## src/rtl/bmux_pkg.sv

```systemverilog
package bmux_pkg;
  typedef enum logic {EDGE_RISE = 1'b0, EDGE_FALL = 1'b1} bus_edge_e;

  function automatic logic edge_hit(bus_edge_e sel, logic rise, logic fall);
    return (sel == EDGE_FALL) ? fall : rise;
  endfunction
endpackage

```

## src/rtl/bmux_edge_timer.sv

```systemverilog
module bmux_edge_timer
  import bmux_pkg::*;
(
  input  logic clk,
  input  logic rst_n,
  input  logic bclk,
  input  logic fp_in,
  input  logic fp_active_low,
  input  logic fp_fall,
  input  logic data_fall,
  input  logic clk2x,
  input  logic second_edge,
  output logic tick,
  output logic start
);
  logic bclk_q, fp_seen, fp_pend, defer, half;
  logic rise, fall, ev_f, ev_d, fp_act, fp_det, h;

  assign rise   = bclk & ~bclk_q;
  assign fall   = ~bclk & bclk_q;
  assign ev_f   = edge_hit(bus_edge_e'(fp_fall), rise, fall);
  assign ev_d   = edge_hit(bus_edge_e'(data_fall), rise, fall);
  assign fp_act = fp_in ^ fp_active_low;
  assign fp_det = ev_f & fp_act & ~fp_seen;
  // pair phase restarts at the first launch edge after a pulse
  assign h      = fp_pend ? 1'b0 : half;
  assign tick   = ev_d & (~clk2x | (h == second_edge));
  assign start  = tick & (fp_pend | defer);

  always_ff @(posedge clk) begin
    if (!rst_n) begin
      bclk_q  <= 1'b0;
      fp_seen <= 1'b0;
      fp_pend <= 1'b0;
      defer   <= 1'b0;
      half    <= 1'b0;
    end else begin
      bclk_q <= bclk;
      if (ev_f) fp_seen <= fp_act;
      if (ev_d) begin
        half    <= ~h;
        fp_pend <= 1'b0;
        if (tick)         defer <= 1'b0;
        else if (fp_pend) defer <= 1'b1;
      end
      if (fp_det) fp_pend <= 1'b1;
    end
  end

  // launch ticks only fall on the selected bclk edge
  p_launch_edge_r6: assert property (@(posedge clk) disable iff (!rst_n)
    tick |-> (data_fall ? (!bclk && $past(bclk)) : (bclk && !$past(bclk))));
endmodule

```

## src/rtl/bmux_frame_counter.sv

```systemverilog
module bmux_frame_counter #(
  parameter int IDX_W = 10
) (
  input  logic             clk,
  input  logic             rst_n,
  input  logic             tick,
  input  logic             start,
  input  logic [IDX_W-1:0] bit_offset,
  output logic [IDX_W-1:0] nidx,
  output logic             locked,
  output logic             period_err
);
  logic [IDX_W-1:0] idx, ph;

  assign nidx = start ? (IDX_W'(0) - bit_offset) : (idx + 1'b1);

  always_ff @(posedge clk) begin
    if (!rst_n) begin
      idx        <= '0;
      ph         <= '0;
      locked     <= 1'b0;
      period_err <= 1'b0;
    end else if (tick) begin
      idx <= nidx;
      if (start) begin
        if (locked && ph != '0) period_err <= 1'b1;
        ph     <= IDX_W'(1);
        locked <= 1'b1;
      end else begin
        ph <= ph + 1'b1;
      end
    end
  end

  // the error is sticky
  p_err_sticky_r10: assert property (@(posedge clk) disable iff (!rst_n)
    period_err |=> period_err);
  // the error only rises when a pulse begins a frame
  p_err_cause_r10: assert property (@(posedge clk) disable iff (!rst_n)
    $rose(period_err) |-> $past(start));
endmodule

```

## src/rtl/bmux_slot_mapper.sv

```systemverilog
module bmux_slot_mapper #(
  parameter int LINKS = 4,
  localparam int LW = $clog2(LINKS)
) (
  input  logic [LINKS*LW-1:0] link_offset,
  input  logic [LW-1:0]       residue,
  output logic [LW-1:0]       owner,
  output logic                owned,
  output logic                clash
);
  logic [LINKS-1:0] hit;
  logic [LINKS-1:0] dup;

  for (genvar l = 0; l < LINKS; l++) begin : g_hit
    assign hit[l] = (link_offset[l*LW +: LW] == residue);
    if (l == 0) begin : g_first
      assign dup[l] = 1'b0;
    end else begin : g_rest
      logic [l-1:0] same;
      for (genvar m = 0; m < l; m++) begin : g_cmp
        assign same[m] = (link_offset[l*LW +: LW] == link_offset[m*LW +: LW]);
      end
      assign dup[l] = |same;
    end
  end

  // lowest-numbered matching link wins
  always_comb begin
    owned = 1'b0;
    owner = '0;
    for (int l = LINKS - 1; l >= 0; l--) begin
      if (hit[l]) begin
        owned = 1'b1;
        owner = LW'(l);
      end
    end
  end

  assign clash = |dup;
endmodule

```

## src/rtl/bmux_quad.sv

```systemverilog
module bmux_quad #(
  parameter int LINKS  = 4,
  parameter int SLOTS  = 128,
  parameter int BYTE_W = 8,
  localparam int LW    = $clog2(LINKS),
  localparam int SIG_W = BYTE_W / 2,
  localparam int BW_W  = $clog2(BYTE_W),
  localparam int SW_W  = $clog2(SIG_W),
  localparam int IDX_W = $clog2(SLOTS * BYTE_W),
  localparam int TS_W  = IDX_W - BW_W - LW
) (
  input  logic                clk,
  input  logic                rst_n,
  input  logic                bclk,
  input  logic                fp_in,
  input  logic                fp_active_low,
  input  logic                fp_fall,
  input  logic                data_fall,
  input  logic                clk2x,
  input  logic                second_edge,
  input  logic [IDX_W-1:0]    bit_offset,
  input  logic [LINKS*LW-1:0] link_offset,
  input  logic                irq_en,
  output logic [LW-1:0]       rd_link,
  output logic [TS_W-1:0]     rd_slot,
  input  logic [BYTE_W-1:0]   rd_byte,
  input  logic [SIG_W-1:0]    rd_sig,
  output logic                ser_data,
  output logic                ser_sig,
  output logic                offset_clash,
  output logic                fp_period_err,
  output logic                irq
);
  logic tick, start, locked, owned;
  logic [IDX_W-1:0] nidx;
  logic [BW_W-1:0]  bitpos;
  logic [LW-1:0]    residue;

  bmux_edge_timer u_timer (
    .clk, .rst_n, .bclk, .fp_in, .fp_active_low, .fp_fall, .data_fall,
    .clk2x, .second_edge, .tick, .start
  );

  bmux_frame_counter #(.IDX_W(IDX_W)) u_count (
    .clk, .rst_n, .tick, .start, .bit_offset, .nidx, .locked,
    .period_err(fp_period_err)
  );

  assign bitpos  = nidx[BW_W-1:0];
  assign residue = nidx[BW_W +: LW];
  assign rd_slot = nidx[IDX_W-1 -: TS_W];

  bmux_slot_mapper #(.LINKS(LINKS)) u_map (
    .link_offset, .residue, .owner(rd_link), .owned, .clash(offset_clash)
  );

  always_ff @(posedge clk) begin
    if (!rst_n) begin
      ser_data <= 1'b1;
      ser_sig  <= 1'b1;
    end else if (tick) begin
      if ((locked | start) & owned) begin
        ser_data <= rd_byte[~bitpos];
        ser_sig  <= bitpos[BW_W-1] ? rd_sig[~bitpos[SW_W-1:0]] : 1'b1;
      end else begin
        ser_data <= 1'b1;
        ser_sig  <= 1'b1;
      end
    end
  end

  assign irq = fp_period_err & irq_en;

  // idle bus before the first frame
  p_idle_ones_r9: assert property (@(posedge clk) disable iff (!rst_n)
    !locked |-> (ser_data && ser_sig));
  // outputs move only on launch ticks
  p_hold_r9: assert property (@(posedge clk) disable iff (!rst_n)
    !tick |=> ($stable(ser_data) && $stable(ser_sig)));
  // first half of each slot pads the signaling bus with ones
  p_sig_pad_r4: assert property (@(posedge clk) disable iff (!rst_n)
    (tick && !bitpos[BW_W-1]) |=> ser_sig);
  // unowned slots drive ones
  p_no_owner_r3: assert property (@(posedge clk) disable iff (!rst_n)
    (tick && !owned) |=> (ser_data && ser_sig));
endmodule

```

## config.mk

```make
export PLATFORM = sky130hd
export DESIGN_NAME = bmux_quad
export DESIGN_NICKNAME = d
export VERILOG_FILES = /design/src/rtl/bmux_pkg.sv /design/src/rtl/bmux_edge_timer.sv /design/src/rtl/bmux_frame_counter.sv /design/src/rtl/bmux_slot_mapper.sv /design/src/rtl/bmux_quad.sv
export SDC_FILE = /design/constraint.sdc
export NUM_CORES = 1
export LEC_CHECK = 0
export BUFFER_PORTS_ARGS = -buffer_cell sky130_fd_sc_hd__buf_2
export CAP_MARGIN = 20
export CORE_MARGIN = 2
export CORE_UTILIZATION = 50
export DETAILED_ROUTE_END_ITERATION = 6
export MAX_ROUTING_LAYER = met4
export PLACE_DENSITY_LB_ADDON = 0.1
export SLEW_MARGIN = 0
export SYNTH_ARGS = -nofsm -noshare
export SYNTH_HDL_FRONTEND = slang
export SYNTH_SLANG_ARGS = --single-unit
```

## constraint.sdc

```tcl
create_clock -name clk -period 3.9 [get_ports clk]
set_clock_uncertainty 0.15 [all_clocks]
set_input_delay 0.39 -clock clk [delete_from_list [all_inputs] [get_ports clk]]
set_output_delay 0.39 -clock clk [all_outputs]
set_load 0.01 [all_outputs]
```

After elaboration in Yosys (flattened, before gate mapping)

Cells that the tools add are included.

Output and inout bits: 12
Bits of input ports: 40
Logic and storage cells: 78
Register bits: 29

Eq/ne operators: 11
Add/sub/neg operators: 3
Bitwise operators: 19
$lt $le $gt $ge: 2
Mux-type cells: 24
Reductions and logical operators: 8

Operators with widths:

| kind                                                                 | number |
|---|---|
| 10-bit by 1-bit adder with 10-bit output, second input constant      | 2 |
| 2-bit == test                                                        | 10 |
| 10-bit 2-to-1 mux                                                    | 2 |
| 1-bit 2-to-1 mux                                                     | 16 |
| 10-bit nonzero test                                                  | 1 |
| 1-bit by 10-bit subtractor with 10-bit output, first input constant  | 1 |
| 1-bit bitwise AND                                                    | 8 |
| 2-bit 2-to-1 mux                                                     | 4 |
| 6-bit OR reduction                                                   | 1 |
| 1-bit inverter                                                       | 5 |
| 3-bit by 4-bit < comparator with 1-bit output, second input constant | 1 |
| 2-bit AND reduction                                                  | 2 |
| 2-bit nonzero test                                                   | 2 |
| 1-bit binary-select mux with 3-bit select                            | 1 |
| 2-bit by 3-bit < comparator with 1-bit output, second input constant | 1 |
| 3-bit inverter                                                       | 1 |
| 1-bit OR                                                             | 3 |
| 3-bit AND reduction                                                  | 1 |
| 1-bit binary-select mux with 2-bit select                            | 1 |
| 2-bit inverter                                                       | 1 |
| 1-bit == test                                                        | 1 |
| 1-bit logical AND                                                    | 1 |
| 1-bit XOR                                                            | 1 |

Longest topological paths before layout

Gate-level depths: netlist of the first run.

Depth after elaboration: 13
Mapped depth: 11
Gate-level depth less buffers: 9

Hierarchy

From an unflattened synthesis of the first run, not the netlist that was laid out.

Cells, all modules: 258
Area total of the unflattened synthesis: 2062.0 um^2

Modules (own cells, without submodules):

| module             | instances | area each (um^2) | seq. area each (um^2) | cells an instance |
|---|---|---|---|---|
| bmux_frame_counter | 1         | 1402.6           | 440.4                 | 184 |
| bmux_slot_mapper   | 1         | 244.0            | 0.0                   | 31 |
| bmux_edge_timer    | 1         | 241.5            | 100.1                 | 27 |
| bmux_quad          | 1         | 173.9            | 40.0                  | 16 |

Least setup slack after synthesis of the first run

No wires, ideal clock.

Path type: input to output
Start point: in bit_offset[0]
End point: out rd_link[1]
Cell stages on the path: 8
Required time: 3360 ps
Slack: 1248 ps
Buffers on the path: 2
Data arrival time: 2112 ps
Path through: buf_6 > or4_4 > buf_6 > nand3_2 > a211oi_1 > or3b_4 > a22oi_2 > nor2b_1

Cells in the longest elaborated chain, start to end: 7
Elaborated cells on any way between the ends: 10
Those cells by class: add/sub: 1; eq/ne: 4; mux: 5

RTL lines:

| what                                            | RTL line                 | RTL |
|---|---|---|
| start: declaration                              | bmux_quad.sv:21          | `input logic [IDX_W-1:0] bit_offset,` |
| 1-bit by 10-bit subtractor with 10-bit output * | bmux_frame_counter.sv:15 | `assign nidx = start ? (IDX_W'(0) - bit_offset) : (idx + 1'b1);` |
| 10-bit 2-to-1 mux *                             | bmux_frame_counter.sv:15 |  |
| 2-bit == test                                   | bmux_slot_mapper.sv:15   | `assign hit[l] = (link_offset[l*LW +: LW] == residue);` |
| 2-bit 2-to-1 mux (3 in a row)                   | bmux_slot_mapper.sv:32   | `if (hit[l]) begin` |
| 2-bit 2-to-1 mux *                              | bmux_slot_mapper.sv:32   |  |
| end: declaration                                | bmux_quad.sv:24          | `output logic [LW-1:0] rd_link,` |

Every way passes the cells marked *; elsewhere a longest branch is shown, timed or not.

Worst setup path after layout of the first run

Start point: reg u_timer.fp_pend
End point: out rd_link[1]

Cells in the longest elaborated chain, start to end: 11
Elaborated cells on any way between the ends: 15
Those cells by class: eq/ne: 5; mux: 6; bitwise: 4

RTL lines:

| what                          | RTL line                 | RTL |
|---|---|---|
| start: declaration            | bmux_edge_timer.sv:16    | `logic bclk_q, fp_seen, fp_pend, defer, half;` |
| start signal: assignment      | bmux_edge_timer.sv:34    | `fp_pend <= 1'b0;` |
| start signal: assignment      | bmux_edge_timer.sv:42    | `fp_pend <= 1'b0;` |
| start signal: assignment      | bmux_edge_timer.sv:46    | `if (fp_det) fp_pend <= 1'b1;` |
| 1-bit 2-to-1 mux              | bmux_edge_timer.sv:26    | `assign h = fp_pend ? 1'b0 : half;` |
| 1-bit == test                 | bmux_edge_timer.sv:27    | `assign tick = ev_d & (~clk2x \| (h == second_edge));` |
| 1-bit OR                      | bmux_edge_timer.sv:27    |  |
| 1-bit bitwise AND             | bmux_edge_timer.sv:27    |  |
| 1-bit bitwise AND *           | bmux_edge_timer.sv:28    | `assign start = tick & (fp_pend \| defer);` |
| 10-bit 2-to-1 mux *           | bmux_frame_counter.sv:15 |  |
| 2-bit == test                 | bmux_slot_mapper.sv:15   |  |
| 2-bit 2-to-1 mux (3 in a row) | bmux_slot_mapper.sv:32   |  |
| 2-bit 2-to-1 mux *            | bmux_slot_mapper.sv:32   |  |

Marked as above.

==> flow_summary.ini, run 1 <==
[grt]
grt_max_degree = 20
antenna_found_initial = 0
grt-ovfl-total = 0
grt_pass1_wl_mm = 8.970
grt_use_total_pct = 21.70
grt_pass1_vias = 1928

[worst_setup_path]
required_ns = 3.36
cp_slowest_cell = a32oi_4
arrival_ns = 2.60
startpoint_type = flop
cp_num_buf_inv = 1
cpPeakStageDelay_ns = 0.54
crit_fanout = 16
cp-end-kind = output pin
critPathTopFamily = simple AND/OR/NAND/NOR gates
critPathKind = flop to output pin
worstPathCellList = or2b_1, a32oi_4, a211oi_1, or3b_4, a22oi_2, nor2b_1, buf_2

[worst_hold_path]
min_path_type = primary input to flop

[routing]
wl_mm = 5.591
drt_drc_violations_left = 0
via_per_inst = 5.603
first_pass_iters = 4
wl_per_cell_um = 13.77
vias = 2275
drt_iter0_drc = 164
final_antenna_net_count = 0

[timing]
finalHoldViolCount = 0
post-route-period-util_pct = 80.52
finalMaxSlewViolations = 0
fin_tns_setup_ns = 0
grt_setup_unrepaired = false
fmax_ghz = 0.3184
slew-limit-headroom_pct = 56.90
setup_violations = 0
worstMarginPinSlew_ns = 0.6421
post-route-min-period_ns = 3.140

[pwr]
peakVddDrop_uv = 180.6
p_leak_nw = 1.118
power_density_mw_per_mm2 = 285.7

[final_layout]
syn_to_final_growth_pct = 12.64
multi_input_area_mm2 = 0.001665
layout.nets = 382
finalInstanceArea_mm2 = 0.002754
num_antenna_cells = 0
drive_gt1_share_pct = 24.48
seq_area_um2 = 580.6
n_fill_cell = 438

[clock_tree]
insertion_delay_ns = 0.28
clkSinkCount = 29
cts_tree = done
post_cts_resized = 0
clockBufferDepth = 2
postCtsSetupBuffers = 0
ctsHtreeMaxLevel = 2
root_buffer = clkbuf_8
postCtsHoldBufs = 0
clk_pin_slew_ns = 0.07
cts_buffers = 5

[logic_synthesis]
synth_top_area_share_pct = 23.75
ys_ff_latch = 29
ys_seq_area_share_pct = 23.75
syn_avg_cell_area_um2 = 8.096
ys_types = 63
synth_edf_count = 0
synth_nets = 346
synth_area_leaders = dfxtp_1 24%, xnor2_1 7.2%, xor2_1 6.8%, nor2_1 4.5%, mux2i_1 4.1%
yosys_warnings = 0
syn_area_mm2 = 0.002445
postSynthCellCount = 302
async_flop_share_pct = 0
yosys-top-cells-count = 29 x dfxtp_1, 29 x nor2_1, 24 x nand2_1, 20 x xnor2_1, 19 x xor2_1
yosysTopAreaCell = dfxtp_1
ys_dominant_reg_cell = dfxtp_1

[run_status]
status = complete, no violations

[placed_design]
hpwl_mm = 4.129
placed_cell_area_mm2 = 0.002653
port_buffers = 51
finalWeightedCongestion = 0.8156

[floorplan]
rows = 25
die-area_mm2 = 0.005465
die_w_um = 73.93
initial_core_util_pct = 51.76
ioPinCount = 52
die_h_um = 73.93
coreArea_mm2 = 0.004723

[flow_run]
cap_violations = 0
final timing paths:
path / start / slack [ns] / endpoint / cells past startpoint
max: u_timer.fp_pend$_SDFFE_PN0P_ / 0.76 / rd_link[1] / 7
min: bclk / 0.20 / u_timer.bclk_q$_SDFF_PN0_ / 2
max reg2reg: u_timer.fp_pend$_SDFFE_PN0P_ / 1.09 / ser_data$_SDFFE_PN1P_ / 7
min reg2reg: u_count.period_err$_SDFFE_PN0P_ / 0.36 / u_count.period_err$_SDFFE_PN0P_ / 2
cells by family after synthesis:
group                    count (synthesis)  synth area share (%)
AO/OA/AOI/OAI                           72                 23.39
AND/OR/NAND/NOR                        110                 23.54
multiplexers                            12                 5.015
flip-flops                              29                 23.75
buffers and inverters                   36                 8.291
XOR/XNOR                                39                 13.97
adder cells (fa/ha/maj)                  4                 2.047
final cells by class:
type | instances | area share, %
multi-input cells | 237 | 60.47
flip-flops and latches | 29 | 21.08
repair buffers | 55 | 10.36
clock buffers | 7 | 3.498
well taps | 67 | 3.044
inverters | 10 | 1.363
clock inverters | 1 | 0.1817
per-layer routing:
metal	vias up	track usage [%]	share of wire (%)	wire, um
li1	1159	-	-	-
met1	1066	30.43	51	2862
met2	48	31.75	45	2530
met3	2	4.115	3.1	172
met4	0	5.859	0.45	25
met5	-	-	0	0
layout by cell type (no fill, tap or decap), types with 6 or more instances in the layout:
cell type / Yosys / final
xor2_1: 19 / 19
inv_1: 10 / 10
nand3_1: 10 / 10
nand4_1: 11 / 11
mux2i_1: 10 / 10
nand2_1: 24 / 24
and3_1: 8 / 8
dfxtp_1: 29 / 29
xnor2_1: 20 / 20
clkbuf_8: 0 / 7
o21ai_0: 6 / 6
a21oi_1: 14 / 13
nor2_1: 29 / 29
buf_2: 2 / 51
o211ai_1: 10 / 10
state kept, by name, summed over array words and instances, names as in the netlist:
signal,cells
ser_data,1
ser_sig,1
u_count.idx,10
u_count.locked,1
u_count.period_err,1
u_count.ph,10
u_timer.bclk_q,1
u_timer.defer,1
u_timer.fp_pend,1
u_timer.fp_seen,1
u_timer.half,1
power by group:
group / leakage, nW / internal (W) / switching (W) / total (W)
combinational: 0.828 / 0.0000834 / 0.000109 / 0.000192
clock: 0.0542 / 0.000159 / 0.000121 / 0.000280
sequential: 0.235 / 0.000305 / 0.0000102 / 0.000315
per-stage QoR:
| stage | power, W | setup WS [ns] | hold WS [ns] | cells | utilization (%) |
|---|---|---|---|---|---|
| after floorplan | 0.0004616 | 1.248 | 0.3124 | 302 | - |
| after global placement | 0.0005104 | 0.9943 | 0.3280 | 398 | 56.16 |
| after detailed placement | 0.0005124 | 0.9525 | 0.3358 | 398 | 56.16 |
| after CTS | 0.0007908 | 0.7623 | 0.2008 | 406 | 58.30 |
| after global routing | 0.0008272 | 0.5687 | 0.2177 | 406 | 58.30 |
| final | 0.0007868 | 0.7597 | 0.1993 | 406 | 58.30 |
Note: power is estimated with default switching activity, not from simulation.
==> run 2, diff against run 1 <==
==> constraint.sdc (replaced) <==
create_clock -name clk -period 2.55 [get_ports clk]
set_clock_uncertainty 0.15 [all_clocks]
set_input_delay 0.255 -clock clk [delete_from_list [all_inputs] [get_ports clk]]
set_output_delay 0.255 -clock clk [all_outputs]
set_load 0.01 [all_outputs]
==> run 2 against run 1 <==
  * The run now ends with setup timing left
  * Flip-flop and latch count is the same
  * Sequential share of layout area is 1.5 points lower
  * Via count is 0.40% higher
  * Register-to-register slack lost 1.1 ns
  * Combinational power grew 73%
  * Critical endpoint unchanged
==> flow_summary.ini, run 2 (synthesis results as in run 1) <==
[run_status]
status = finished with violations
violations = setup timing

[placed_design]
post-place-ws_ns = 0.06223
hpwl_mm = 4.143
finalWeightedCongestion = 0.8559
port_buffers = 51

[worst_setup_path]
cpPeakStageDelay_ns = 0.39
crit_top_cell = or3b_4
crit_fanout = 4
cp_num_buf_inv = 1
arrival_ns = 2.27
crit_start = u_timer.bclk_q$_SDFF_PN0_
cp-end-kind = output pin
worstPathCellList = or3b_4, a32o_2, o211ai_2, or3b_4, a22oi_2, nor2b_1, buf_2
critPathTopFamily = simple AND/OR/NAND/NOR gates
critPathKind = flop to output pin
required_ns = 2.14
regToRegStartpoint = u_timer.bclk_q$_SDFF_PN0_
cp_slowest_cell = or3b_4
startpoint_type = flop

[final_layout]
syn_to_final_growth_pct = 21.65
mostFrequentLayoutCell = buf_2
n_fill_cell = 412
num_antenna_cells = 0
layout.nets = 405
reg.largest.list = u_count.idx (10), u_count.ph (10)
drive_gt1_share_pct = 31.77
final_cell_mix = 51 x buf_2, 29 x nor2_1, 27 x dfxtp_1

[routing]
first_pass_iters = 4
drt_drc_violations_left = 0
drt_iter0_drc = 98
wl_mm = 5.549
wl_per_cell_um = 12.93
final_antenna_net_count = 0
via_per_inst = 5.324
vias = 2284

[floorplan]
die_w_um = 73.93
die_h_um = 73.93
die-area_mm2 = 0.005465
coreArea_mm2 = 0.004723
initial_core_util_pct = 51.76
rows = 25
ioPinCount = 52

[timing]
fin_ws_ns = -0.1266
post-route-min-period_ns = 2.677
worstMarginPinSlew_ns = 0.4410
setup_violations = 6
fmax_ghz = 0.3736
post-route-period-util_pct = 105.0
finalMaxSlewViolations = 0
grt_setup_unrepaired = true
slew-limit-headroom_pct = 70.57
fin_tns_setup_ns = -0.2038
finalHoldViolCount = 0
fin_hold_ws_ns = 0.06690

[clock_tree]
ctsHtreeMaxLevel = 2
insertion_delay_ns = 0.29
cts_tree = done
clk_pin_slew_ns = 0.06
cts_buffers = 5
root_buffer = clkbuf_8
clockBufferDepth = 2
clkSinkCount = 29

[pwr]
p_leak_nw = 1.249
peakVddDrop_uv = 226.4
power_density_mw_per_mm2 = 415.4

[flow_run]
cap_violations = 0

[worst_hold_path]
min_path_type = primary input to flop
min_from = bclk

[grt]
grt-ovfl-total = 0
grt_max_degree = 23
antenna_found_initial = 0
grt_use_total_pct = 21.80
grt_pass1_vias = 1968
grt_pass1_wl_mm = 9.032
==> run 2: report_power, final <==
| group | switching, W | internal, W |
|---|---|---|
| clock network | 0.000180 | 0.000244 |
| logic | 0.000175 | 0.000158 |
| registers | 0.0000130 | 0.000466 |
| total | 0.000367 | 0.000868 |
==> run 2: path summary, 6_finish.rpt <==
kind | cells after the start | slack, ns | end
setup / recovery | 7 | -0.13 | rd_link[1]
hold / removal | 2 | 0.07 | u_timer.bclk_q$_SDFF_PN0_
setup reg to reg | 10 | 0 | ser_data$_SDFFE_PN1P_
hold reg to reg | 2 | 0.34 | u_count.period_err$_SDFFE_PN0P_
==> run 2: cell type report <==
cell class	count	area, um2	share of cell area [%]
clock buffers	7	96.34	3.239
clock inverters	1	5.005	0.1683
inverters	10	37.54	1.262
multi-input cells	237	1694	56.96
flip-flops and latches	29	583.1	19.60
well taps	67	83.83	2.819
repair buffers	78	474.2	15.94
==> run 2: worst reg2reg max path, cell delays in order, from the launching register on <==
cell and delay, ns:
dfxtp_2 0.32, or3b_4 0.39, a32o_2 0.29, nor2_4 0.21
buf_4 0.17, buf_4 0.10, mux2i_1 0.18, buf_4 0.17
a21bo_2 0.22, o221ai_1 0.16, a31oi_1 0.10
==> run 2: per-stage QoR <==
step	cell area [um2]	util, %	instances	total power (W)
2_1_floorplan	2445	-	302	0.0007059
3_3_place_gp	2793	59.13	415	0.0008071
3_5_place_dp	2793	59.13	415	0.0008100
4_1_cts	2938	62.20	428	0.001235
5_1_grt	2974	62.97	429	0.001302
6_report	2974	62.97	429	0.001236
==> run 2: per-layer routing <==
layer  up-vias  GRT usage, %  part of all wire (%)
met5         -             -                     0
met4         0         4.848                   1.1
met3         6         4.801                   4.0
met2        57         33.04                    43
met1      1017         29.61                    51
li1       1204             -                     -
==> run 2: timing repair <==
action	4_1_cts	5_1_grt
buffers inserted	5	1
pin swaps	3	6
hold buffers	0	0
resized for setup	3	7
setup endpoints to repair	6	9
==> run 3, diff against run 2 <==
--- a/config.mk
+++ b/config.mk
@@ -7,7 +7,7 @@
 export LEC_CHECK = 0
 export BUFFER_PORTS_ARGS = -buffer_cell sky130_fd_sc_hd__buf_2
 export CAP_MARGIN = 20
-export CORE_MARGIN = 2
+export CORE_MARGIN = 3
 export CORE_UTILIZATION = 50
 export DETAILED_ROUTE_END_ITERATION = 6
 export MAX_ROUTING_LAYER = met4
==> run 3 against run 2 <==
  * The run still ends with setup timing left
  * Largest cell class unchanged
  * Highest routed layer unchanged
  * Clock-buffer cell count did not move
  * Critical path depth stayed put
  * Clock power shrank 1%
  * Wire length rose by 5.3%
  * Worst setup slack lost 0.015 ns
  * Sequential share of layout area decreased by 0.48 points
  * Non-clock buffer count rose by 4
  * First-iteration DRC count rose by 40%
  * Total power grew 0.91%
==> flow_summary.ini, run 3 (synthesis results as in run 1) <==
[flow_run]
cap_violations = 0

[final_layout]
num_antenna_cells = 0
syn_to_final_growth_pct = 24.97
fin_cells = 431
layout.nets = 409
finalInstanceArea_mm2 = 0.003055
reg.largest.list = u_count.idx (10), u_count.ph (10)
mostFrequentLayoutCell = buf_2
drive_gt1_share_pct = 34.97
final_cell_mix = 51 x buf_2, 28 x nor2_1, 26 x buf_4, 26 x dfxtp_1, 24 x nand2_1
fin_util_pct = 67.38

[worst_setup_path]
cp-end-kind = output pin
startpoint_type = flop
r2r_setup_slack_ns = 0.10
arrival_ns = 2.29
required_ns = 2.14
critPathKind = flop to output pin
crit_fanout = 4

[grt]
antenna_found_initial = 0
grt_max_degree = 16
grt_use_total_pct = 19.88
grt_pass1_wl_mm = 9.508
grt_pass1_vias = 2118
grt-ovfl-total = 0

[routing]
first_pass_iters = 4
wl_mm = 5.845
final_antenna_net_count = 0
drt_iter0_drc = 137
vias = 2340
drt_drc_violations_left = 0
wl_per_cell_um = 13.56
via_per_inst = 5.429

[timing]
grt_setup_unrepaired = true
fmax_ghz = 0.3715
finalMaxSlewViolations = 0
fin_ws_ns = -0.1420
post-route-min-period_ns = 2.692
finalHoldViolCount = 0
post-route-period-util_pct = 105.6
setup_violations = 2
worstMarginPinSlew_ns = 0.6189
slew-limit-headroom_pct = 58.47

[placed_design]
dp_cells = 411
port_buffers = 51
placed_cell_area_mm2 = 0.002763
hpwl_mm = 4.302
finalWeightedCongestion = 0.8496

[run_status]
violations = setup timing
status = finished with violations

[clock_tree]
cts_buffers = 5
postCtsHoldBufs = 0
ctsHtreeMaxLevel = 2
root_buffer = clkbuf_8
clk_pin_slew_ns = 0.07
clkSinkCount = 29
insertion_delay_ns = 0.28
cts_tree = done
clockBufferDepth = 2

[floorplan]
die_h_um = 75.93
coreArea_mm2 = 0.004534
rows = 24
die_w_um = 75.93
ioPinCount = 52
die-area_mm2 = 0.005765
initial_core_util_pct = 53.92

[pwr]
p_leak_nw = 1.290
peakVddDrop_uv = 276.5
power_density_mw_per_mm2 = 408.1

[worst_hold_path]
min_path_type = primary input to flop
[run 3: power by group]
| part | internal, W | total, W | leakage, nW | switching, W |
|---|---|---|---|---|
| registers | 0.000467 | 0.000481 | 0.236 | 0.0000140 |
| logic | 0.000166 | 0.000349 | 1.00 | 0.000183 |
| clock network | 0.000244 | 0.000417 | 0.0542 | 0.000174 |
| total | 0.000876 | 0.00125 | 1.29 | 0.000371 |
[run 3: what timing repair did]
item / in CTS / in global routing
setup buffers: 10 / 1
endpoints found under the setup margin: 7 / 9
pin swaps: 7 / 4
resized for setup: 7 / 20
cloned: 1 / 0
[run 3: stage by stage]
step / TNS, ns / total power, W / setup slack, ns / hold slack, ns
floorplan: 0 / 0.0007059 / 0.1588 / 0.2267
global placement: 0 / 0.0007990 / 0.09236 / 0.3288
detailed placement: 0 / 0.0008028 / 0.05044 / 0.3366
CTS: -0.2452 / 0.001232 / -0.1562 / 0.06401
global route: -0.5643 / 0.001307 / -0.2363 / 0.07634
finish: -0.2154 / 0.001247 / -0.1420 / 0.06520
[run 3: layer usage]
metal  wire length [um]  up-vias  share of wire (%)  track usage [%]
met3                258        7                4.4            3.555
met1               2880     1064                 49            27.47
li1                   -     1213                  -                -
met5                  0        -                  0                -
met4                 27        0               0.46            3.623
met2               2678       56                 46            30.85
[run 3: critical path, stage by stage, from the launching register on]
cell      delay, ns
dfxtp_2        0.32
or3b_4         0.37
a32o_2         0.28
o211ai_2       0.14
or3b_4         0.39
a22oi_2        0.20
nor2b_2        0.16
buf_2          0.14
[run 3: layout make-up]
| type | count | area [um2] |
|---|---|---|
| Fill cell | 413 | 1479 |
| Inverter | 10 | 37.54 |
| Timing Repair Buffer | 82 | 515.5 |
| Multi-Input combinational cell | 237 | 1735 |
| Clock buffer | 7 | 96.34 |
| Sequential cell | 29 | 584.3 |
| Clock inverter | 1 | 5.005 |
| Tap cell | 65 | 81.33 |
[run 3: final timing paths]
| path | from | endpoint | cells after the start |
|---|---|---|---|
| max | u_timer.bclk_q$_SDFF_PN0_ | rd_link[1] | 7 |
| min | bclk | u_timer.bclk_q$_SDFF_PN0_ | 2 |
| max reg2reg | u_timer.bclk_q$_SDFF_PN0_ | ser_sig$_SDFFE_PN1P_ | 10 |
| min reg2reg | u_count.locked$_SDFFE_PN0P_ | u_count.locked$_SDFFE_PN0P_ | 1 |
